<file path="config.mk">
export PLATFORM = sky130hd
export DESIGN_NAME = drn_fault_timer
export DESIGN_NICKNAME = d
export VERILOG_FILES = /design/src/rtl/drn_pkg.sv /design/src/rtl/drn_sync.sv /design/src/rtl/drn_wait_timer.sv /design/src/rtl/drn_flag_latch.sv /design/src/rtl/drn_fault_timer.sv
export SDC_FILE = /design/constraint.sdc
export NUM_CORES = 1
export LEC_CHECK = 0
export BUFFER_PORTS_ARGS = -buffer_cell sky130_fd_sc_hd__buf_2
export CAP_MARGIN = 5
export CORE_AREA = 2 2 39 41
export CTS_CLUSTER_SIZE = 24
export DETAILED_ROUTE_END_ITERATION = 16
export DIE_AREA = 0 0 41 43
export MAX_ROUTING_LAYER = met4
export PLACE_DENSITY_LB_ADDON = 0.2
export SYNTH_ARGS = -nofsm -noshare
export SYNTH_HDL_FRONTEND = slang
export SYNTH_SLANG_ARGS = --single-unit
export TNS_END_PERCENT = 20
</file>
<file path="constraint.sdc">
create_clock -name clk -period 1.5 [get_ports clk]
set_clock_uncertainty 0.1 [all_clocks]
set_input_delay 0.3 -clock clk [delete_from_list [all_inputs] [get_ports clk]]
set_output_delay 0.3 -clock clk [all_outputs]
set_load 0.01 [all_outputs]
</file>
<file path="src/rtl/drn_pkg.sv">
package drn_pkg;

    // Phase of the off-time wait timer.
    typedef enum logic {
        PH_IDLE = 1'b0,
        PH_WAIT = 1'b1
    } phase_e;

    // Command from the edge logic to the wait timer.
    typedef struct packed {
        logic start;   // begin a fresh wait at count zero
        logic cancel;  // abandon any wait (wins over start)
    } timer_cmd_t;

endpackage

</file>
<file path="src/rtl/drn_sync.sv">
module drn_sync #(
    parameter int STAGES = 2
) (
    input  logic clk,
    input  logic rst_n,
    input  logic din,
    output logic dout
);
    typedef struct packed {
        logic [STAGES-1:0] chain;
    } sync_st_t;

    sync_st_t st_d, st_q;

    generate
        if (STAGES > 1) begin : g_multi
            always_comb begin
                st_d = st_q;
                st_d.chain = {st_q.chain[STAGES-2:0], din};
            end
        end else begin : g_single
            always_comb begin
                st_d = st_q;
                st_d.chain = din;
            end
        end
    endgenerate

    always_ff @(posedge clk or negedge rst_n) begin
        if (!rst_n) begin
            st_q <= '0;
        end else begin
            st_q <= st_d;
        end
    end

    assign dout = st_q.chain[STAGES-1];

endmodule

</file>
<file path="src/rtl/drn_wait_timer.sv">
module drn_wait_timer
    import drn_pkg::*;
#(
    parameter int WAIT_CYCLES = 64
) (
    input  logic       clk,
    input  logic       rst_n,
    input  timer_cmd_t cmd,
    input  logic       tick,
    output logic       expire,
    output logic       busy
);
    localparam int CW = (WAIT_CYCLES > 2) ? $clog2(WAIT_CYCLES) : 1;
    localparam logic [CW-1:0] LAST = CW'(WAIT_CYCLES - 1);

    typedef struct packed {
        phase_e        ph;
        logic [CW-1:0] cnt;
    } tmr_st_t;

    tmr_st_t st_d, st_q;

    always_comb begin
        st_d   = st_q;
        expire = 1'b0;
        if (cmd.cancel) begin
            st_d.ph  = PH_IDLE;
            st_d.cnt = '0;
        end else if (cmd.start) begin
            st_d.ph  = PH_WAIT;
            st_d.cnt = '0;
        end else if (st_q.ph == PH_WAIT && tick) begin
            if (st_q.cnt == LAST) begin
                expire   = 1'b1;
                st_d.ph  = PH_IDLE;
                st_d.cnt = '0;
            end else begin
                st_d.cnt = st_q.cnt + 1'b1;
            end
        end
    end

    always_ff @(posedge clk or negedge rst_n) begin
        if (!rst_n) begin
            st_q <= '{ph: PH_IDLE, cnt: '0};
        end else begin
            st_q <= st_d;
        end
    end

    assign busy = (st_q.ph == PH_WAIT);

    // the tick count never passes the last wait position
    assert_cnt_bound_R3: assert property (@(posedge clk) disable iff (!rst_n)
        st_q.cnt <= LAST);

    // a cancel leaves the timer idle at count zero
    assert_cancel_idles_R6: assert property (@(posedge clk) disable iff (!rst_n)
        cmd.cancel |=> (!busy && st_q.cnt == '0));

    // an idle timer holds count zero until a new start
    assert_idle_zero_R5: assert property (@(posedge clk) disable iff (!rst_n)
        !busy |-> st_q.cnt == '0);

endmodule

</file>
<file path="src/rtl/drn_flag_latch.sv">
module drn_flag_latch (
    input  logic clk,
    input  logic rst_n,
    input  logic keep,     // input supply valid; low clears
    input  logic set_off,  // request from the dimming-off timer
    input  logic set_on,   // fault from the dimming-high detector
    output logic flag
);
    typedef struct packed {
        logic flag;
    } lat_st_t;

    lat_st_t st_d, st_q;

    always_comb begin
        st_d = st_q;
        if (!keep) begin
            st_d.flag = 1'b0;
        end else if (set_off || set_on) begin
            st_d.flag = 1'b1;
        end
    end

    always_ff @(posedge clk or negedge rst_n) begin
        if (!rst_n) begin
            st_q <= '0;
        end else begin
            st_q <= st_d;
        end
    end

    assign flag = st_q.flag;

    // a set with the supply valid shows up one cycle later
    assert_set_takes_R8: assert property (@(posedge clk) disable iff (!rst_n)
        (keep && (set_off || set_on)) |=> flag);

    // once set, the flag holds while the supply stays valid
    assert_flag_holds_R8: assert property (@(posedge clk) disable iff (!rst_n)
        (flag && keep) |=> flag);

    // a supply drop clears the flag
    assert_supply_clears_R9: assert property (@(posedge clk) disable iff (!rst_n)
        !keep |=> !flag);

endmodule

</file>
<file path="src/rtl/drn_fault_timer.sv">
module drn_fault_timer
    import drn_pkg::*;
#(
    parameter int WAIT_CYCLES = 64,
    parameter int SYNC_STAGES = 2
) (
    input  logic clk,
    input  logic rst_n,
    input  logic vin_ok,
    input  logic dim_in,
    input  logic sw_tick,
    input  logic drain_hi,
    input  logic high_fault,
    output logic fault_req,
    output logic flag_n
);
    typedef struct packed {
        logic dim;
        logic vin;
        logic req;
    } top_st_t;

    top_st_t    st_d, st_q;
    timer_cmd_t cmd;
    logic       drain_s;
    logic       expire;
    logic       busy;
    logic       flag;

    drn_sync #(.STAGES(SYNC_STAGES)) u_sync (
        .clk   (clk),
        .rst_n (rst_n),
        .din   (drain_hi),
        .dout  (drain_s)
    );

    drn_wait_timer #(.WAIT_CYCLES(WAIT_CYCLES)) u_timer (
        .clk    (clk),
        .rst_n  (rst_n),
        .cmd    (cmd),
        .tick   (sw_tick),
        .expire (expire),
        .busy   (busy)
    );

    drn_flag_latch u_flag (
        .clk     (clk),
        .rst_n   (rst_n),
        .keep    (vin_ok),
        .set_off (st_q.req),
        .set_on  (high_fault),
        .flag    (flag)
    );

    always_comb begin
        st_d       = st_q;
        st_d.dim   = dim_in;
        st_d.vin   = vin_ok;
        cmd.start  = (st_q.dim && !dim_in) || (vin_ok && !st_q.vin);
        cmd.cancel = dim_in || !vin_ok;
        st_d.req   = expire && !drain_s && vin_ok;
    end

    always_ff @(posedge clk or negedge rst_n) begin
        if (!rst_n) begin
            st_q <= '0;
        end else begin
            st_q <= st_d;
        end
    end

    assign fault_req = st_q.req;
    assign flag_n    = ~flag;

    // a request only follows a low synchronized drain reading
    assert_req_needs_low_drain_R2: assert property (@(posedge clk) disable iff (!rst_n)
        fault_req |-> $past(!drain_s));

    // a request is a single-cycle pulse
    assert_req_single_R2: assert property (@(posedge clk) disable iff (!rst_n)
        fault_req |=> !fault_req);

    // dimming high suppresses any request in the next cycle
    assert_dim_high_quiet_R6: assert property (@(posedge clk) disable iff (!rst_n)
        dim_in |=> !fault_req);

    // no request right after the input supply is lost
    assert_no_req_after_drop_R9: assert property (@(posedge clk) disable iff (!rst_n)
        !vin_ok |=> !fault_req);

    // a request needs a running wait in the previous cycle
    assert_req_needs_wait_R5: assert property (@(posedge clk) disable iff (!rst_n)
        fault_req |-> $past(busy));

endmodule

</file>
==> results of run 1 <==
layout by cell type, fill, tap and decap left out:
cell	n
inv_1	4
a311oi_1	1
o21ai_0	2
a21oi_1	2
nor2_1	3
xor2_1	2
or2_2	1
buf_4	4
nand2_1	5
nand3_1	3
a31oi_1	1
clkbuf_4	3
nand3_2	1
dlygate4sd3_1	1
nand4_1	1
clkinv_2	1
or3_1	1
dfrtp_1	13
nor2_2	1
o211ai_1	1
o31ai_1	1
nor3_1	2
nand4bb_4	1
ha_1	1
nor4_1	1
or4_1	2
buf_2	8
cells in the mapped netlist, drive strengths merged, types with 2 or more instances:
library cell and number:
dfrtp 13, nand2 5, inv 4, nand3 4, nor2 4, a21oi 2, nor3 2, o21ai 2
or4 2, xor2 2
final cells by class:
class                   count  area share (%)
flip-flops and latches     13            47.4
clock inverters             1           0.729
well taps                  16            2.91
inverters                   4            2.19
repair buffers             13            11.7
clock buffers               3            3.28
multi-input cells          33            31.9
repair_timing:
action | in CTS | in global routing
hold endpoints to repair | 13 | 0
setup endpoints to repair | 0 | 3
gates resized for setup | 0 | 2
hold buffers | 1 | 0
buffers inserted | 0 | 1
worst register-to-register path, delay by kind of cell (launching register included):
kind	cells	cell delay [ns]
adder cells (fa/ha/maj)	1	0.18
AO/OA/AOI/OAI	1	0.14
flip-flops	1	0.39
AND/OR/NAND/NOR	2	0.54
worst paths after layout:
kind                       depth (start not counted)                          end                         from  slack (ns)
max                                                4  u_timer.st_q[4]$_DFFE_PN0P_  u_timer.st_q[0]$_DFFE_PN0P_        0.07
min                                                1     u_sync.st_q[0]$_DFF_PN0_                     drain_hi        0.03
max reg2reg                                        4  u_timer.st_q[4]$_DFFE_PN0P_  u_timer.st_q[0]$_DFFE_PN0P_        0.07
min reg2reg                                        0     u_sync.st_q[1]$_DFF_PN0_     u_sync.st_q[0]$_DFF_PN0_        0.25
max in group asynchronous                          2     u_sync.st_q[1]$_DFF_PN0_                        rst_n        0.74
min in group asynchronous                          2  u_timer.st_q[0]$_DFFE_PN0P_                        rst_n        0.33
report_power, final:
part / switching (mW) / internal, mW
Clock: 0.119 / 0.0989
Sequential: 0.00581 / 0.359
Combinational: 0.0211 / 0.0188
Total: 0.146 / 0.477
state kept, by name (all words and copies together), names as in the netlist:
name          cells
u_sync.st_q       2
fault_req         1
st_q              2
u_flag.flag       1
u_timer.st_q      6
u_timer.busy      1
stage by stage:
step	area (um^2)	cells	setup WS [ns]	util, %
6_report	687	83	0.0722	49.6
5_1_grt	687	83	-0.00628	49.6
4_1_cts	661	82	0.0370	47.7
3_5_place_dp	623	77	0.0298	45.0
3_3_place_gp	623	77	0.0438	45.0
2_1_floorplan	544	51	0.113	-
routing by layer:
layer / vias up / share of wire [%] / GRT usage (%)
met3: 4 / 3.0 / 4.71
met5: - / 0 / -
met2: 6 / 46 / 19.7
li1: 213 / - / -
met4: 0 / 2.5 / 10.0
met1: 206 / 48 / 22.1
logic make-up after synthesis:
kind of cell,share of synthesized area (%)
AOI/OAI and AO/OA,9.20
xor gates and xnor gates,3.22
adders and majority gates,2.30
buffers and inverters,3.45
DFF,59.8
and+or+nand+nor,22.1
==> results.toml, run 1 <==
[worst_setup_path]
crit_buf_inv = 0
crit_slowest_cell = "dfrtp_1"
end_kind = "flip-flop"
crit_chain = "ha_1 -> nand4_1 -> or3_1 -> a21oi_1"
slowest_delay_ns = 0.39
cp_max_fo = 5
critPathRequiredTime_ns = 1.60
cp_data_arrival_time_ns = 1.53
crit_type = "reg2reg"
start_kind = "flip-flop"
path_delay_family = "simple AND/OR/NAND/NOR gates"

[routing]
vias_per_cell = 5.17
drc = 0
finalWirelength_mm = 1.04
postRouteAntennaNets = 0
wl_per_cell_um = 12.5
route.vias.total = 429
drt_pass1_iterations = 4
dr.first_iter.drc_count = 14

[synth]
avgSynthCellArea_um2 = 10.7
synth_edf_count = 0
yosysWarnings = 0
synth-seq-cells = 13
synthCells = 51
synth-seq-area-share_pct = 59.8
synth_nets = 59
synth_top_area_cell = "dfrtp_1"
yosys_most_used_dff = "dfrtp_1"
synth.lib_cells_used.distinct = 22
synth_area_leaders = "dfrtp_1, nand2_1, xor2_1"
syn_area_um2 = 544
synth_top_cell_area_share_pct = 59.8
async_flop_share_pct = 100

[sta]
final_max_slew_viol_count = 0
finalSetupViolations = 0
finalCritPeriodShare_pct = 95.2
max_freq_mhz = 700
min_period_ns = 1.43
tightest_slew_ns = 0.297
tns_ns = 0
hold-worst-slack_ns = 0.0274
relSlewSlack_pct = 80.2
hold_violations = 0

[layout]
drive_above_1_share_pct = 29.9
register_area_um2 = 325
areaGrowthSynthToFinish_pct = 26.2
multi_input_area_um2 = 219
final_nets = 76
antenna_cells = 0
fillers = 129

[clocking]
clk_latency_ns = 0.28
cts_tree = "yes"
cts_buffer_depth = 2
clk_pin_slew_worst_paths_ns = 0.08
htreeDepth = 1
numCtsBuffers = 3
root_buffer = "clkbuf_4"
clock-sinks = 13

[power_and_ir_drop]
power.leakage_nw = 0.296
vdd_drop_max_mv = 0.650
total_power_mw = 0.622
p_per_area_mw_per_mm2 = 906

[placement]
place.gp.congestion = 0.793
dp_hpwl_um = 735
port_buffers = 8

[run_status]
status = "finished, final reports clean"

[global_route]
antenna_found_initial = 0
grt_max_degree = 14
track_usage_pct = 15.9
grt_pass1_wl_mm = 1.75
grt_overflow_total = 0
grt_pass1_vias = 394

[floorplanning]
die_x_um = 41
ioPinCount = 9
initial_core_util_pct = 39.3
die_h_um = 43
core_area_mm2 = 0.00138
fp.dieArea_mm2 = 0.00176
num_rows = 14

[min_path]
hold_class = "in2reg"

[flow_run]
cap_viol_max_count = 0
No activity file was read; power rests on OpenSTA's default activity.
==> run 2, diff against run 1 <==
--- a/config.mk
+++ b/config.mk
@@ -12,7 +12,7 @@
 export DETAILED_ROUTE_END_ITERATION = 16
 export DIE_AREA = 0 0 41 43
 export MAX_ROUTING_LAYER = met4
-export PLACE_DENSITY_LB_ADDON = 0.2
+export PLACE_DENSITY = 0.71
 export SYNTH_ARGS = -nofsm -noshare
 export SYNTH_HDL_FRONTEND = slang
 export SYNTH_SLANG_ARGS = --single-unit
==> run 2 against run 1 <==
Effect of this change: count of clock-buffer cells in the layout grew 1; critical path type unchanged; power shrank 1.0%; largest cell class unchanged; sequential cell count is the same.
==> results.toml, run 2 (synthesis gave the netlist of run 1 again) <==
[sta]
final_max_slew_viol_count = 0
min_period_ns = 1.39
tightest_slew_ns = 0.281
finalCritPeriodShare_pct = 92.9
rsz0062_at_grt = "no"
max_freq_mhz = 718
tns_ns = 0
hold_violations = 0
relSlewSlack_pct = 81.3
fin_ws_ns = 0.107
finalSetupViolations = 0

[power_and_ir_drop]
power_switching_share_pct = 22.5
p_per_area_mw_per_mm2 = 913
vdd_drop_max_mv = 0.450
combPwrFrac_pct = 5.6
power.leakage_nw = 0.291
p_switching_mw = 0.139
p_seq_share_pct = 59.2
power_frac_clock_pct = 35.2
p_int_mw = 0.477

[routing]
dr.first_iter.drc_count = 8
wl_per_cell_um = 11.5
route.vias.total = 431
drc = 0
vias_per_cell = 5.19
drt_pass1_iterations = 4
finalWirelength_um = 957
postRouteAntennaNets = 0

[clocking]
root_buffer = "clkbuf_4"
clk_pin_slew_worst_paths_ns = 0.08
cts_tree = "yes"
cts_buffer_depth = 2
htreeDepth = 1
clock-sinks = 13
clk_latency_ns = 0.27
numCtsBuffers = 3

[floorplanning]
initial_core_util_pct = 39.3
num_rows = 14
die_h_um = 43
ioPinCount = 9
core_area_mm2 = 0.00138
fp.dieArea_mm2 = 0.00176
die_x_um = 41

[placement]
dp_hpwl_um = 731
dp_slack_ns = 0.0268
place.gp.congestion = 0.719
port_buffers = 8

[layout]
final_cell_mix = "dfrtp_1, buf_2, nand2_1"
largestRegisters = "u_timer.st_q: 6 flops, st_q: 2 flops, u_sync.st_q: 2 flops"
final_nets = 76
antenna_cells = 0
areaGrowthSynthToFinish_pct = 23.9
final_common_cell = "dfrtp_1"
drive_above_1_share_pct = 28.4
utilization_pct = 48.7
regMostFlops = "u_timer.st_q"
largest_reg_flops = 6

[global_route]
grt_max_degree = 14
track_usage_pct = 15.9
grt_pass1_vias = 439
antenna_found_initial = 0
grt_pass1_wl_mm = 1.79
grt_overflow_total = 0

[worst_setup_path]
critPathRequiredTime_ns = 1.60
cp_data_arrival_time_ns = 1.50
end_kind = "flip-flop"
cp_max_fo = 5
start_kind = "flip-flop"
crit_type = "reg2reg"

[min_path]
hold_class = "in2reg"

[flow_run]
cap_viol_max_count = 0

[run_status]
status = "finished, final reports clean"
-- run 2: changes by cell type in the layout (fill, tap and decap cells not counted) --
cell,delta
dfrtp_2,+1
clkinv_2,-1
a311oi_1,-1
o21ai_1,+1
nor2_2,-1
clkbuf_1,+1
nor2_1,+1
nand4bb_1,+1
nand4bb_4,-1
a311oi_2,+1
o21ai_0,-1
dfrtp_1,-1
-- run 2: repair_timing --
item                                   in CTS  in global routing
endpoints found under the hold margin      13                  0
gates resized for setup                     0                  3
setup endpoints to repair                   0                  4
setup buffers                               0                  1
hold buffers                                1                  0
-- run 2: stage by stage --
stage          hold WS (ns)  power, mW  cell area [um^2]  cells
2_1_floorplan       -0.0956      0.380               544     51
3_3_place_gp         0.0943      0.401               623     77
3_5_place_dp          0.100      0.403               623     77
4_1_cts              0.0216      0.622               659     82
5_1_grt              0.0225      0.647               674     83
6_report             0.0252      0.616               674     83
-- run 2: power by group through the flow --
stage	sequential (mW)	combinational (mW)	clock, mW
after global placement	0.370	0.0310	0
after floorplan	0.370	0.0102	0
after detailed placement	0.371	0.0319	0
final	0.365	0.0345	0.217
after CTS	0.364	0.0339	0.224
after global routing	0.366	0.0407	0.240
-- run 2: final timing paths --
path	slack, ns	startpoint	end	cells past startpoint
worst max-delay path	0.11	u_timer.st_q[0]$_DFFE_PN0P_	u_timer.st_q[4]$_DFFE_PN0P_	4
max in group asynchronous	0.73	rst_n	u_timer.busy$_DFFE_PN0P_	2
min in group asynchronous	0.33	rst_n	fault_req$_DFF_PN0_	2
worst min-delay path	0.03	drain_hi	u_sync.st_q[0]$_DFF_PN0_	1
worst min register to register	0.26	u_sync.st_q[0]$_DFF_PN0_	u_sync.st_q[1]$_DFF_PN0_	0
worst max register to register	0.11	u_timer.st_q[0]$_DFFE_PN0P_	u_timer.st_q[4]$_DFFE_PN0P_	4
-- run 2: layout make-up --
cell class	instances	area [um^2]
multi-input combinational	33	206
sequential	13	327
inverter	4	15.0
timing repair buffer	13	80.1
clock buffer	4	26.3
tap	16	20.0
fill	141	709
-- run 2: layer usage --
metal,up-vias,part of all wire [%],global-route usage [%]
met2,11,48,24.1
met5,-,0,-
li1,210,-,-
met3,4,4.5,3.14
met4,0,4.0,12.0
met1,206,43,17.2
-- run 2: worst max-delay path: stages, from the launching register on --
cell and delay, ns:
dfrtp_1 0.36, ha_1 0.18, nand4_1 0.19, or3_1 0.35
a21oi_1 0.14
==> run 3, diff against run 2 <==
==> constraint.sdc (replaced) <==
create_clock -name clk -period 1.5 [get_ports clk]
set_clock_uncertainty 0.1 [all_clocks]
set_input_delay 0.075 -clock clk [delete_from_list [all_inputs] [get_ports clk]]
set_output_delay 0.075 -clock clk [all_outputs]
set_load 0.01 [all_outputs]
==> run 3 against run 2 <==
Effect of this change: wire length up 4.3%; sequential cell count unchanged; non-clock buffer count up 3; worst hold slack better by 0.018 ns.
==> results.toml, run 3 (synthesis gave the netlist of run 1 again) <==
[power_and_ir_drop]
vdd_drop_max_mv = 0.443
power_frac_clock_pct = 34.4
p_int_mw = 0.481
p_per_area_mw_per_mm2 = 880
p_seq_share_pct = 58.6
p_switching_mw = 0.142
power.leakage_nw = 0.305
combPwrFrac_pct = 7.0
power_switching_share_pct = 22.8

[routing]
finalWirelength_um = 998
drc = 0
dr.first_iter.drc_count = 5
drt_pass1_iterations = 4
wl_per_cell_um = 11.6
postRouteAntennaNets = 0
route.vias.total = 434
vias_per_cell = 5.05

[layout]
antenna_cells = 0
stdcell_count = 86
largestRegisters = "u_timer.st_q: 6 flops, st_q: 2 flops, u_sync.st_q: 2 flops"
drive_above_1_share_pct = 24.3
fillers = 126
final_nets = 79
register_area_um2 = 325
regMostFlops = "u_timer.st_q"
largest_reg_flops = 6
final_common_cell = "dfrtp_1"
areaGrowthSynthToFinish_pct = 30.1
final_cell_mix = "dfrtp_1, buf_2, dlygate4sd3_1"
multi_input_area_um2 = 205

[global_route]
grt_overflow_total = 0
track_usage_pct = 15.6
grt_max_degree = 14
antenna_found_initial = 0
grt_pass1_wl_mm = 1.68
grt_pass1_vias = 421

[clocking]
clk_latency_ns = 0.28
cts_buffer_depth = 2
cts_tree = "yes"
root_buffer = "clkbuf_4"
cts_setup_buffers = 0
clock-sinks = 13
numCtsBuffers = 3
clk_pin_slew_worst_paths_ns = 0.08
htreeDepth = 1

[floorplanning]
num_rows = 14
die_h_um = 43
initial_core_util_pct = 39.3
fp.dieArea_mm2 = 0.00176
core_area_mm2 = 0.00138
die_x_um = 41
ioPinCount = 9

[placement]
placed_cells = 76
port_buffers = 8
dp_slack_ns = 0.0642
dp_hpwl_um = 741
place.gp.congestion = 0.754

[sta]
rsz0062_at_grt = "no"
min_period_ns = 1.44
finalCritPeriodShare_pct = 95.7
tns_ns = 0
fin_ws_ns = 0.0644
finalSetupViolations = 0
final_max_slew_viol_count = 0
hold_violations = 0
relSlewSlack_pct = 81.5
max_freq_mhz = 697
tightest_slew_ns = 0.277

[worst_setup_path]
crit_type = "reg2reg"
path_delay_family = "simple AND/OR/NAND/NOR gates"
slowest_delay_ns = 0.51
critPathRequiredTime_ns = 1.60
crit_chain = "nand3_2 -> or4_1 -> a31oi_1"
end_kind = "flip-flop"
start_kind = "flip-flop"
cp_max_fo = 6
crit_buf_inv = 0
cp_data_arrival_time_ns = 1.54
crit_slowest_cell = "or4_1"

[min_path]
hold_class = "in2reg"

[run_status]
status = "finished, final reports clean"

[flow_run]
cap_viol_max_count = 0
## run 3: changes by cell type in the layout (fill, tap and decap cells not counted)
cell,before,now
nand4bb_1,1,0
o21ai_0,1,2
clkbuf_1,1,0
nand4bb_2,0,1
dfrtp_1,12,13
dlygate4sd3_1,1,6
buf_4,4,2
a311oi_2,1,0
dfrtp_2,1,0
clkinv_2,0,1
o21ai_1,1,0
a311oi_1,0,1
## run 3: worst paths after layout
kind | from | end | slack, ns | depth (start not counted)
worst min-delay path | dim_in | u_timer.st_q[4]$_DFFE_PN0P_ | 0.04 | 3
worst max-delay path | u_timer.busy$_DFFE_PN0P_ | u_timer.st_q[5]$_DFFE_PN0P_ | 0.06 | 3
worst min register to register | u_sync.st_q[0]$_DFF_PN0_ | u_sync.st_q[1]$_DFF_PN0_ | 0.25 | 0
worst max register to register | u_timer.busy$_DFFE_PN0P_ | u_timer.st_q[5]$_DFFE_PN0P_ | 0.06 | 3
max in group asynchronous | rst_n | u_timer.st_q[1]$_DFFE_PN0P_ | 0.98 | 2
min in group asynchronous | rst_n | u_timer.st_q[4]$_DFFE_PN0P_ | 0.10 | 2
## run 3: tightest hold or removal path: stages
cell and delay, ns:
buf_2 0.08, nand4bb_2 0.18, a21oi_1 0.05
## run 3: layer usage
layer	share of wire, %	track usage, %	vias up	wire (um)
li1	-	-	218	-
met1	43	15.9	203	426
met2	49	23.4	9	493
met3	3.7	3.14	4	37
met4	4.1	14.0	0	41
met5	0	-	-	0
## run 3: area by class of cell
| cell class | instances | area share [%] |
|---|---|---|
| clock buffers | 3 | 3.18 |
| flip-flops and latches | 13 | 45.9 |
| well taps | 16 | 2.83 |
| repair buffers | 16 | 16.3 |
| multi-input cells | 33 | 29.0 |
| clock inverters | 1 | 0.707 |
| inverters | 4 | 2.12 |
## run 3: power groups by stage
stage | Clock (mW) | Sequential [mW] | Combinational, mW
2_1_floorplan | 0 | 0.370 | 0.0102
3_3_place_gp | 0 | 0.371 | 0.0303
3_5_place_dp | 0 | 0.372 | 0.0315
4_1_cts | 0.226 | 0.365 | 0.0413
5_1_grt | 0.256 | 0.366 | 0.0499
6_report | 0.215 | 0.365 | 0.0434
## run 3: what timing repair did
item                                    4_1_cts  5_1_grt
endpoints found under the setup margin        0        1
endpoints found under the hold margin        18        1
gates resized for setup                       0        1
hold buffers                                  5        1
## run 3: through the flow
step                      instance area, um^2  hold slack, ns  power (mW)  util (%)
after global placement                    616          -0.131       0.402      44.5
after floorplan                           544          -0.321       0.380         -
after CTS                                 693        0.000655       0.632      50.1
after global routing                      708          0.0456       0.672      51.2
final                                     708          0.0436       0.623      51.2
after detailed placement                  616          -0.130       0.403      44.5
